### config.mk
export PLATFORM = sky130hd
export DESIGN_NAME = microstep_indexer
export DESIGN_NICKNAME = d
export VERILOG_FILES = /design/src/rtl/microstep_indexer.sv
export SDC_FILE = /design/constraint.sdc
export NUM_CORES = 1
export LEC_CHECK = 0
export BUFFER_PORTS_ARGS = -buffer_cell sky130_fd_sc_hd__buf_2
export CAP_MARGIN = 20
export CORE_AREA = 2 2 100 92
export CTS_BUF_LIST = sky130_fd_sc_hd__clkbuf_8
export DETAILED_ROUTE_END_ITERATION = 12
export DIE_AREA = 0 0 102 94
export PLACE_DENSITY = 0.73
export SYNTH_ARGS = -nofsm -noshare
export SYNTH_HDL_FRONTEND = slang
export SYNTH_SLANG_ARGS = --single-unit
### constraint.sdc
create_clock -name clk -period 7.63 [get_ports clk]
set_input_delay 0.763 -clock clk [delete_from_list [all_inputs] [get_ports clk]]
set_output_delay 0.763 -clock clk [all_outputs]
set_load 0.05 [all_outputs]
### src/rtl/microstep_indexer.sv
module microstep_indexer #(
  parameter int FINE_Q = 128,
  parameter int DEC_Q  = 20,
  parameter int MAG_W  = 7
) (
  input  logic             clk,
  input  logic             rst_n,
  input  logic             sleep_n,
  input  logic             zero_n,
  input  logic             oe,
  input  logic             dir,
  input  logic             step,
  input  logic [2:0]       mode,
  output logic             c1_en,
  output logic             c1_neg,
  output logic [MAG_W-1:0] c1_mag,
  output logic             c2_en,
  output logic             c2_neg,
  output logic [MAG_W-1:0] c2_mag,
  output logic             home_n
);

  localparam int IW = $clog2(FINE_Q + 1);

  // round(100 * sin(k * 90deg / q)) in fixed point, scale 1e9
  function automatic int sin_pct(input int k, input int q);
    longint sc, x, term, sum;
    sc   = 64'sd1000000000;
    x    = longint'(k) * 64'sd3141592654 / longint'(2 * q);
    term = x;
    sum  = x;
    for (int i = 1; i < 10; i++) begin
      term = term * x / sc;
      term = term * x / sc;
      term = -term / longint'((2 * i) * (2 * i + 1));
      sum  = sum + term;
    end
    return int'((sum * 100 + sc / 2) / sc);
  endfunction

  logic [MAG_W-1:0] rom_f [0:FINE_Q];
  logic [MAG_W-1:0] rom_d [0:FINE_Q];

  for (genvar k = 0; k <= FINE_Q; k++) begin : g_rom
    assign rom_f[k] = MAG_W'(sin_pct(k, FINE_Q));
    if (k <= DEC_Q) begin : g_dec
      assign rom_d[k] = MAG_W'(sin_pct(k, DEC_Q));
    end else begin : g_pad
      assign rom_d[k] = '0;
    end
  end

  logic          s1, s2, s3;
  logic [2:0]    mode_q;
  logic [1:0]    quad;
  logic [IW-1:0] idx;
  logic [IW-1:0] stride, qlen, nidx, cidx;
  logic [IW:0]   sum;
  logic [1:0]    nquad;
  logic          rise, dec, run;
  logic [MAG_W-1:0] sin_t, cos_t;

  assign rise = s2 & ~s3;
  assign run  = sleep_n & zero_n;
  assign dec  = mode_q[2] & mode_q[1];
  assign qlen = dec ? IW'(DEC_Q) : IW'(FINE_Q);

  always_comb begin
    case (mode_q)
      3'd0:    stride = IW'(FINE_Q / 2);
      3'd1:    stride = IW'(FINE_Q / 8);
      3'd2:    stride = IW'(FINE_Q / 16);
      3'd3:    stride = IW'(FINE_Q / 32);
      3'd4:    stride = IW'(FINE_Q / 64);
      3'd5:    stride = IW'(FINE_Q / 128);
      3'd6:    stride = IW'(DEC_Q / 10);
      default: stride = IW'(1);
    endcase
  end

  always_comb begin
    nquad = quad;
    if (!dir) begin
      sum = {1'b0, idx} + {1'b0, stride};
      if (sum >= {1'b0, qlen}) begin
        sum   = sum - {1'b0, qlen};
        nquad = quad + 2'd1;
      end
    end else begin
      if (idx >= stride) begin
        sum = {1'b0, idx} - {1'b0, stride};
      end else begin
        sum   = {1'b0, idx} + {1'b0, qlen} - {1'b0, stride};
        nquad = quad - 2'd1;
      end
    end
    nidx = sum[IW-1:0];
  end

  always_ff @(posedge clk or negedge rst_n) begin
    if (!rst_n) begin
      s1     <= 1'b0;
      s2     <= 1'b0;
      s3     <= 1'b0;
      mode_q <= 3'd0;
      quad   <= 2'd0;
      idx    <= '0;
    end else begin
      s1 <= step;
      s2 <= s1;
      s3 <= s2;
      if (!run) begin
        mode_q <= mode;
        quad   <= 2'd0;
        idx    <= '0;
      end else if (rise) begin
        quad <= nquad;
        idx  <= nidx;
      end
    end
  end

  assign cidx   = qlen - idx;
  assign sin_t  = dec ? rom_d[idx]  : rom_f[idx];
  assign cos_t  = dec ? rom_d[cidx] : rom_f[cidx];
  assign c1_mag = quad[0] ? sin_t : cos_t;
  assign c2_mag = quad[0] ? cos_t : sin_t;
  assign c1_neg = quad[0] ^ quad[1];
  assign c2_neg = quad[1];
  assign c1_en  = oe & sleep_n;
  assign c2_en  = oe & sleep_n;
  assign home_n = (quad != 2'd0) || (idx != '0);

  assert_vector_len_R9: assert property (@(posedge clk) disable iff (!rst_n)
    ((32'(c1_mag) * 32'(c1_mag) + 32'(c2_mag) * 32'(c2_mag)) >= 32'd9800) &&
    ((32'(c1_mag) * 32'(c1_mag) + 32'(c2_mag) * 32'(c2_mag)) <= 32'd10200));

  assert_hold_no_edge_R2: assert property (@(posedge clk) disable iff (!rst_n)
    (run && !rise) |=> ($stable(quad) && $stable(idx)));

  assert_edge_moves_R2: assert property (@(posedge clk) disable iff (!rst_n)
    (run && rise) |=> !($stable(quad) && $stable(idx)));

  assert_home_after_hold_R6: assert property (@(posedge clk) disable iff (!rst_n)
    (!zero_n || !sleep_n) |=> (!home_n && c1_mag == MAG_W'(100) && c2_mag == '0 && !c1_neg));

  assert_mode_frozen_R10: assert property (@(posedge clk) disable iff (!rst_n)
    run |=> $stable(mode_q));

endmodule

==> flow_metrics.env, run 1 <==
export IMPL_run_status="complete, no violations"
export IMPL_first_global_vias=4827
export IMPL_timing_critical_path_to_type="output pin"
export IMPL_rr_endpoint="idx[2]$_DFFE_PN0P_"
export IMPL_cts_buffer_depth=2
export IMPL_hold_worst_slack_ns=0.3654
export IMPL_avgSynthCellArea_sq_um=6.848
export IMPL_crit_type="reg -> out"
export IMPL_cp_data_arrival_time_ns=5.62
export IMPL_clock_sinks=16
export IMPL_clock_tree_htree_level_count=1
export IMPL_netlist_top_cell_by_area="sky130_fd_sc_hd__ha_1"
export IMPL_route_detailed_wl_per_inst_um=19.80
export IMPL_netlist_area_sq_um=4923
export IMPL_number_of_synthesized_flops_with_an_enable_pin=0
export IMPL_synth_yosys_seq_area_share=0.08132
export IMPL_worst_ep_required_time_ns=6.87
export IMPL_worst_slew_pin_transition_ns=1.051
export IMPL_layout_area_overhead_vs_synth_pct=2.592
export IMPL_synthTopCellsByCount="sky130_fd_sc_hd__nor2_1, sky130_fd_sc_hd__a21oi_1, sky130_fd_sc_hd__nand2_1"
export IMPL_reg2regPathDepth=12
export IMPL_synth_fp_nets=781
export IMPL_global_route_usage_total=0.3361
export IMPL_timing_critical_path_from_type="register"
export IMPL_die_height_um=94
export IMPL_nets=758
export IMPL_cts_resized=0
export IMPL_leakagePower_nw=2.050
export IMPL_synthCells=719
export IMPL_worstHoldEndpoint="s2$_DFF_PN0_"
export IMPL_p_total_mw=0.8205
export IMPL_crit_path_top_delay_cell="sky130_fd_sc_hd__ha_1"
export IMPL_slew_limit_headroom=0.2991
export IMPL_drc=0
export IMPL_synth_top_cell_area_share=0.1169
export IMPL_clkSlewWorstSetupHoldPaths_ns=0.07
export IMPL_drive_above_1_share=0.1079
export IMPL_timing_clock_skew_ns=0.007011
export IMPL_r2r_start="idx[0]$_DFFE_PN0P_"
export IMPL_crit_path_max_fanout=34
export IMPL_vdd_ir_drop_worst_mv=0.1962
export IMPL_min_delay_path_class="reg -> reg"
export IMPL_overflow=0
export IMPL_detailroute_via_count=5575
export IMPL_grt_first_pass_wirelength_um=25430
export IMPL_initial_utilization=0.5800
export IMPL_fin_crit_ns=6.387
export IMPL_worstSkewPairLatency_ns=0.26
export IMPL_postSynth_asyncResetShare=1.000
export IMPL_timing_hold_worst_path_depth=0
export IMPL_cts_tree="yes"
export IMPL_maximum_number_of_pins_on_one_net_before_global_route_repair=64
export IMPL_post_route_period_util=0.8371
export IMPL_synth_flop_cell="sky130_fd_sc_hd__dfrtp_1"
export IMPL_finalSetupViolCount=0
export IMPL_port_buffers=28
export IMPL_placeableCoreArea_sq_um=8488
export IMPL_max_freq_mhz=156.6
export IMPL_initialDrtViolationCount=808
export IMPL_synth_cell_types=86
export IMPL_postCtsHoldBufs=0
export IMPL_clock_tree_root_driver_cell="sky130_fd_sc_hd__clkbuf_8"
export IMPL_cellPowerDensity_nw_per_um2=162.4
export IMPL_drv_cap=0
export IMPL_min_delay_start="s1$_DFF_PN0_"
export IMPL_worst_r2r_setup_slack_ns=3.40
export IMPL_route_final_wire_length_um=16120
export IMPL_synth_seq_cells=16
export IMPL_io_pins=29
export IMPL_cts_buffers_inserted=3
export IMPL_floorplan_die_area_sq_um=9588
export IMPL_post_dp_hpwl_um=11620
export IMPL_timing_critical_path_mode_cell="sky130_fd_sc_hd__inv_1"
export IMPL_antenna_found_initial=0
export IMPL_globalplace_congestion=0.9905
export IMPL_crit_buf_inv=4
export IMPL_critPathTopFamily="adder cells"
export IMPL_rsz0062_at_grt="no"
export IMPL_fp_dieW_um=102
export IMPL_antenna_cells_inserted=0
export IMPL_report_final_slew_viol_count=0
export IMPL_delay_of_the_slowest_cell_on_the_worst_path_ns=1.10
export IMPL_ant_nets=0
export IMPL_floorplan_rows=32
export IMPL_cts_setup_buffers=0
export IMPL_drt_vias_per_instance=6.849
export IMPL_yosys_top_cells_area="sky130_fd_sc_hd__ha_1, sky130_fd_sc_hd__dfrtp_1, sky130_fd_sc_hd__a21oi_1"
export IMPL_report_final_hold_viol_count=0
export IMPL_tritonroute_pass_1_iters=5
export IMPL_yosys_warnings=0
export IMPL_timing_critical_path_cells="inv_1, ha_1, inv_1, ha_1, inv_1, a221o_1, a21oi_1, o22ai_1, o2111a_1, a21oi_1, o211ai_1, a31oi_1, buf_2"
export IMPL_fin_tns_setup_ns=0
export IMPL_yosys_cell_count_top_type="sky130_fd_sc_hd__nor2_1"
power breakdown:
part	total [mW]	internal [mW]	leakage (nW)	switching, mW
Combinational	0.647	0.214	1.81	0.433
Clock	0.0772	0.0459	0.0288	0.0312
Sequential	0.0963	0.0888	0.207	0.00750
Total	0.820	0.349	2.05	0.471
cell type report:
type                       instances  area, sq um
inverter                          32        120.1
clock buffer                       4        55.05
multi-input combinational        608         4133
tap                              119        148.9
sequential                        16        401.6
timing repair buffer              35        192.7
fill                             824         3437
per-layer routing:
metal	global-route usage	wire (um)
met5	0	0
met4	0.06556	252
met3	0.07664	2214
met2	0.4660	6301
met1	0.5229	7352
how the worst max path moves through the flow:
| stage | from | endpoint | cells past startpoint |
|---|---|---|---|
| floorplan | idx[0]$_DFFE_PN0P_ | c1_mag[0] | 16 |
| global placement | idx[0]$_DFFE_PN0P_ | c1_mag[0] | 13 |
| detailed placement | idx[0]$_DFFE_PN0P_ | c1_mag[0] | 13 |
| global route | idx[0]$_DFFE_PN0P_ | c1_mag[1] | 13 |
| finish | idx[0]$_DFFE_PN0P_ | c2_mag[0] | 13 |
| CTS | idx[0]$_DFFE_PN0P_ | c2_mag[0] | 13 |
placed cells by master, fill, tap and decap left out, types with 18 or more instances in the layout:
master                    count
sky130_fd_sc_hd__o21ai_0     46
sky130_fd_sc_hd__inv_1       29
sky130_fd_sc_hd__nor3_1      28
sky130_fd_sc_hd__nor2_1      80
sky130_fd_sc_hd__o22ai_1     18
sky130_fd_sc_hd__ha_1        46
sky130_fd_sc_hd__a21oi_1     67
sky130_fd_sc_hd__nand3_1     22
sky130_fd_sc_hd__nand2_1     51
sky130_fd_sc_hd__buf_2       28
sequential cells by signal, indices dropped and copies added (netlist names):
signal	count
idx	8
s2	1
s3	1
quad	2
mode_q	3
s1	1
logic make-up (layout without fill, tap and decap cells):
| family | after synthesis | in the layout | share of synthesized area |
|---|---|---|---|
| xor gates and xnor gates | 20 | 20 | 0.03558 |
| buffers and inverters | 95 | 71 | 0.07929 |
| adders and majority gates | 52 | 52 | 0.1413 |
| muxes | 26 | 26 | 0.05769 |
| AOI/OAI and AO/OA | 255 | 255 | 0.3494 |
| and+or+nand+nor | 255 | 255 | 0.2554 |
| DFF | 16 | 16 | 0.08132 |
per-stage QoR:
stage                     std cells  area [sq um]  worst slack [ns]  utilization
after floorplan                 719          4923             2.412            -
after global placement          810          4996             1.942       0.5886
after detailed placement        810          4996             1.736       0.5886
after CTS                       814          5051             1.413       0.5951
after global routing            814          5051            0.8729       0.5951
final                           814          5051             1.243       0.5951
No activity file was read; power rests on OpenSTA's default activity.
==> inputs of run 2 (changes only) <==
--- a/config.mk
+++ b/config.mk
@@ -11,7 +11,7 @@
 export CTS_BUF_LIST = sky130_fd_sc_hd__clkbuf_8
 export DETAILED_ROUTE_END_ITERATION = 12
 export DIE_AREA = 0 0 102 94
-export PLACE_DENSITY = 0.73
+export PLACE_DENSITY = 0.76
 export SYNTH_ARGS = -nofsm -noshare
 export SYNTH_HDL_FRONTEND = slang
 export SYNTH_SLANG_ARGS = --single-unit
==> constraint.sdc (replaced) <==
create_clock -name clk -period 5.3 [get_ports clk]
set_input_delay 0.53 -clock clk [delete_from_list [all_inputs] [get_ports clk]]
set_output_delay 0.53 -clock clk [all_outputs]
set_load 0.05 [all_outputs]
==> run 2 against run 1 <==
  * Clock power increased by 25%
  * Non-clock buffer count is 10 higher
  * Sequential power grew 45%
  * Die area is the same
  * Register-to-register slack worse by 2.6 ns
  * Critical endpoint unchanged
==> flow_metrics.env, run 2 (synthesis gave the netlist of run 1 again) <==
export IMPL_globalplace_congestion=1.005
export IMPL_critPathTopFamily="compound AO/OA/AOI/OAI gates"
export IMPL_report_final_hold_viol_count=0
export IMPL_area_of_all_sequential_standard_cells_sq_um=401.6
export IMPL_clock_tree_htree_level_count=1
export IMPL_overflow=0
export IMPL_layout_cells_most_common_list="sky130_fd_sc_hd__nor2_1, sky130_fd_sc_hd__a21oi_1, sky130_fd_sc_hd__nand2_1"
export IMPL_crit_path_top_delay_cell="sky130_fd_sc_hd__ha_1"
export IMPL_detailroute_via_count=5646
export IMPL_finalSetupViolCount=0
export IMPL_floorplan_rows=32
export IMPL_tritonroute_pass_1_iters=5
export IMPL_leakagePower_nw=2.096
export IMPL_fillCellCount=842
export IMPL_clkSlewWorstSetupHoldPaths_ns=0.06
export IMPL_number_of_flip_flops_under_the_largest_register_name=8
export IMPL_first_global_vias=5132
export IMPL_min_delay_path_class="in -> async"
export IMPL_route_detailed_wl_per_inst_um=19.24
export IMPL_worst_ep_required_time_ns=4.77
export IMPL_report_final_slew_viol_count=0
export IMPL_vdd_ir_drop_worst_mv=0.1981
export IMPL_ant_nets=0
export IMPL_crit_path_max_fanout=16
export IMPL_worst_slew_pin_transition_ns=0.7663
export IMPL_worstSkewPairLatency_ns=0.26
export IMPL_max_freq_mhz=221.2
export IMPL_io_pins=29
export IMPL_fp_dieW_um=102
export IMPL_drv_cap=0
export IMPL_maximum_number_of_pins_on_one_net_before_global_route_repair=63
export IMPL_cts_tree="yes"
export IMPL_biggestRegsByFlops="idx x8, mode_q x3, quad x2"
export IMPL_drc=0
export IMPL_delay_of_the_slowest_cell_on_the_worst_path_ns=0.52
export IMPL_post_dp_hpwl_um=11560
export IMPL_antenna_found_initial=0
export IMPL_final_setup_worst_slack_ns=0.7791
export IMPL_port_buffers=28
export IMPL_footprint_of_the_multi_input_gates_sq_um=4133
export IMPL_postCtsHoldBufs=0
export IMPL_timing_critical_path_cells="inv_1, ha_1, buf_4, inv_1, buf_4, ha_1, inv_1, a221o_1, a21oi_1, o22ai_1, o2111a_1, a21oi_1, o211ai_1, a31oi_1, buf_2"
export IMPL_post_route_period_util=0.8530
export IMPL_nets=768
export IMPL_global_route_usage_total=0.3348
export IMPL_p_total_mw=1.164
export IMPL_preCtsSetupSlack_ns=0.9802
export IMPL_route_final_wire_length_um=15860
export IMPL_drt_vias_per_instance=6.852
export IMPL_timing_critical_path_from_type="register"
export IMPL_cts_setup_buffers=0
export IMPL_placeableCoreArea_sq_um=8488
export IMPL_grt_first_pass_wirelength_um=25940
export IMPL_timing_critical_path_to_type="output pin"
export IMPL_clock_tree_root_driver_cell="sky130_fd_sc_hd__clkbuf_8"
export IMPL_cts_buffers_inserted=3
export IMPL_initialDrtViolationCount=656
export IMPL_die_height_um=94
export IMPL_largest_register="idx"
export IMPL_drive_above_1_share=0.1191
export IMPL_cts_buffer_depth=2
export IMPL_layout_area_overhead_vs_synth_pct=3.914
export IMPL_floorplan_die_area_sq_um=9588
export IMPL_timing_clock_skew_ns=0.001450
export IMPL_fin_tns_setup_ns=0
export IMPL_cellPowerDensity_nw_per_um2=227.6
export IMPL_final_common_cell="sky130_fd_sc_hd__nor2_1"
export IMPL_finish_utilization=0.6027
export IMPL_crit_buf_inv=6
export IMPL_slew_limit_headroom=0.4891
export IMPL_final_cells=824
export IMPL_cp_data_arrival_time_ns=3.99
export IMPL_run_status="complete, no violations"
export IMPL_fin_crit_ns=4.521
export IMPL_initial_utilization=0.5800
export IMPL_timing_critical_path_mode_cell="sky130_fd_sc_hd__inv_1"
export IMPL_crit_type="reg -> out"
export IMPL_rsz0062_at_grt="no"
export IMPL_antenna_cells_inserted=0
export IMPL_clock_sinks=16
export IMPL_cts_resized=0
export IMPL_dp_cells=820
[run 2: changes by cell type in the layout (fill, tap and decap cells not counted), sizes merged]
cell	delta
clkbuf	-1
buf	+10
inv	+1
[run 2: layout make-up]
cell class                      instances  share of cell area
Clock buffer                            3            0.008070
Clock inverter                          1           0.0007337
Inverter                               32             0.02348
Multi-Input combinational cell        608              0.8078
Sequential cell                        16             0.07850
Tap cell                              119             0.02910
Timing Repair Buffer                   45             0.05234
[run 2: per-stage QoR]
step / area, sq um / hold WS, ns
3_3_place_gp: 5071 / 0.3411
2_1_floorplan: 4923 / 0.2344
3_5_place_dp: 5071 / 0.3347
5_1_grt: 5116 / 0.1982
4_1_cts: 5116 / 0.1895
6_report: 5116 / 0.1798
[run 2: worst paths after layout]
check                                 startpoint                  to  slack (ns)  depth (start not counted)
min                                        rst_n  idx[6]$_DFFE_PN0P_        0.18                          1
max                           idx[1]$_DFFE_PN0P_           c2_mag[0]        0.78                         15
max reg2reg                mode_q[2]$_DFFE_PN0N_  idx[2]$_DFFE_PN0P_        0.84                         13
min reg2reg                         s1$_DFF_PN0_        s2$_DFF_PN0_        0.35                          0
max in group asynchronous                  rst_n  idx[3]$_DFFE_PN0P_        4.83                          1
min in group clk                    s1$_DFF_PN0_        s2$_DFF_PN0_        0.35                          0
[run 2: metal layers]
layer  routed length (um)  track usage  vias up  share of wire
li1                     -            -     2620              -
met2                 6762       0.4945      387           0.43
met4                  282      0.06333        0          0.018
met3                 1949      0.07292       36           0.12
met5                    0            0        -              0
met1                 6862       0.4986     2603           0.43
[run 2: where the power goes]
| group | internal, mW | total (mW) | switching, mW |
|---|---|---|---|
| combinational | 0.319 | 0.928 | 0.609 |
| clock | 0.0516 | 0.0964 | 0.0449 |
| sequential | 0.128 | 0.140 | 0.0121 |
[run 2: worst register-to-register path: stages (launching register included)]
cell and delay (ns):
sky130_fd_sc_hd__dfrtp_1 0.47, sky130_fd_sc_hd__nand3b_1 0.34, sky130_fd_sc_hd__ha_1 0.42, sky130_fd_sc_hd__nor2b_2 0.19
sky130_fd_sc_hd__a211oi_1 0.38, sky130_fd_sc_hd__nor2_1 0.10, sky130_fd_sc_hd__o31ai_1 0.26, sky130_fd_sc_hd__xnor2_1 0.17
sky130_fd_sc_hd__ha_1 0.24, sky130_fd_sc_hd__o41ai_1 0.62, sky130_fd_sc_hd__a21bo_4 0.32, sky130_fd_sc_hd__or2_1 0.33
sky130_fd_sc_hd__mux2_4 0.33, sky130_fd_sc_hd__a211oi_2 0.21
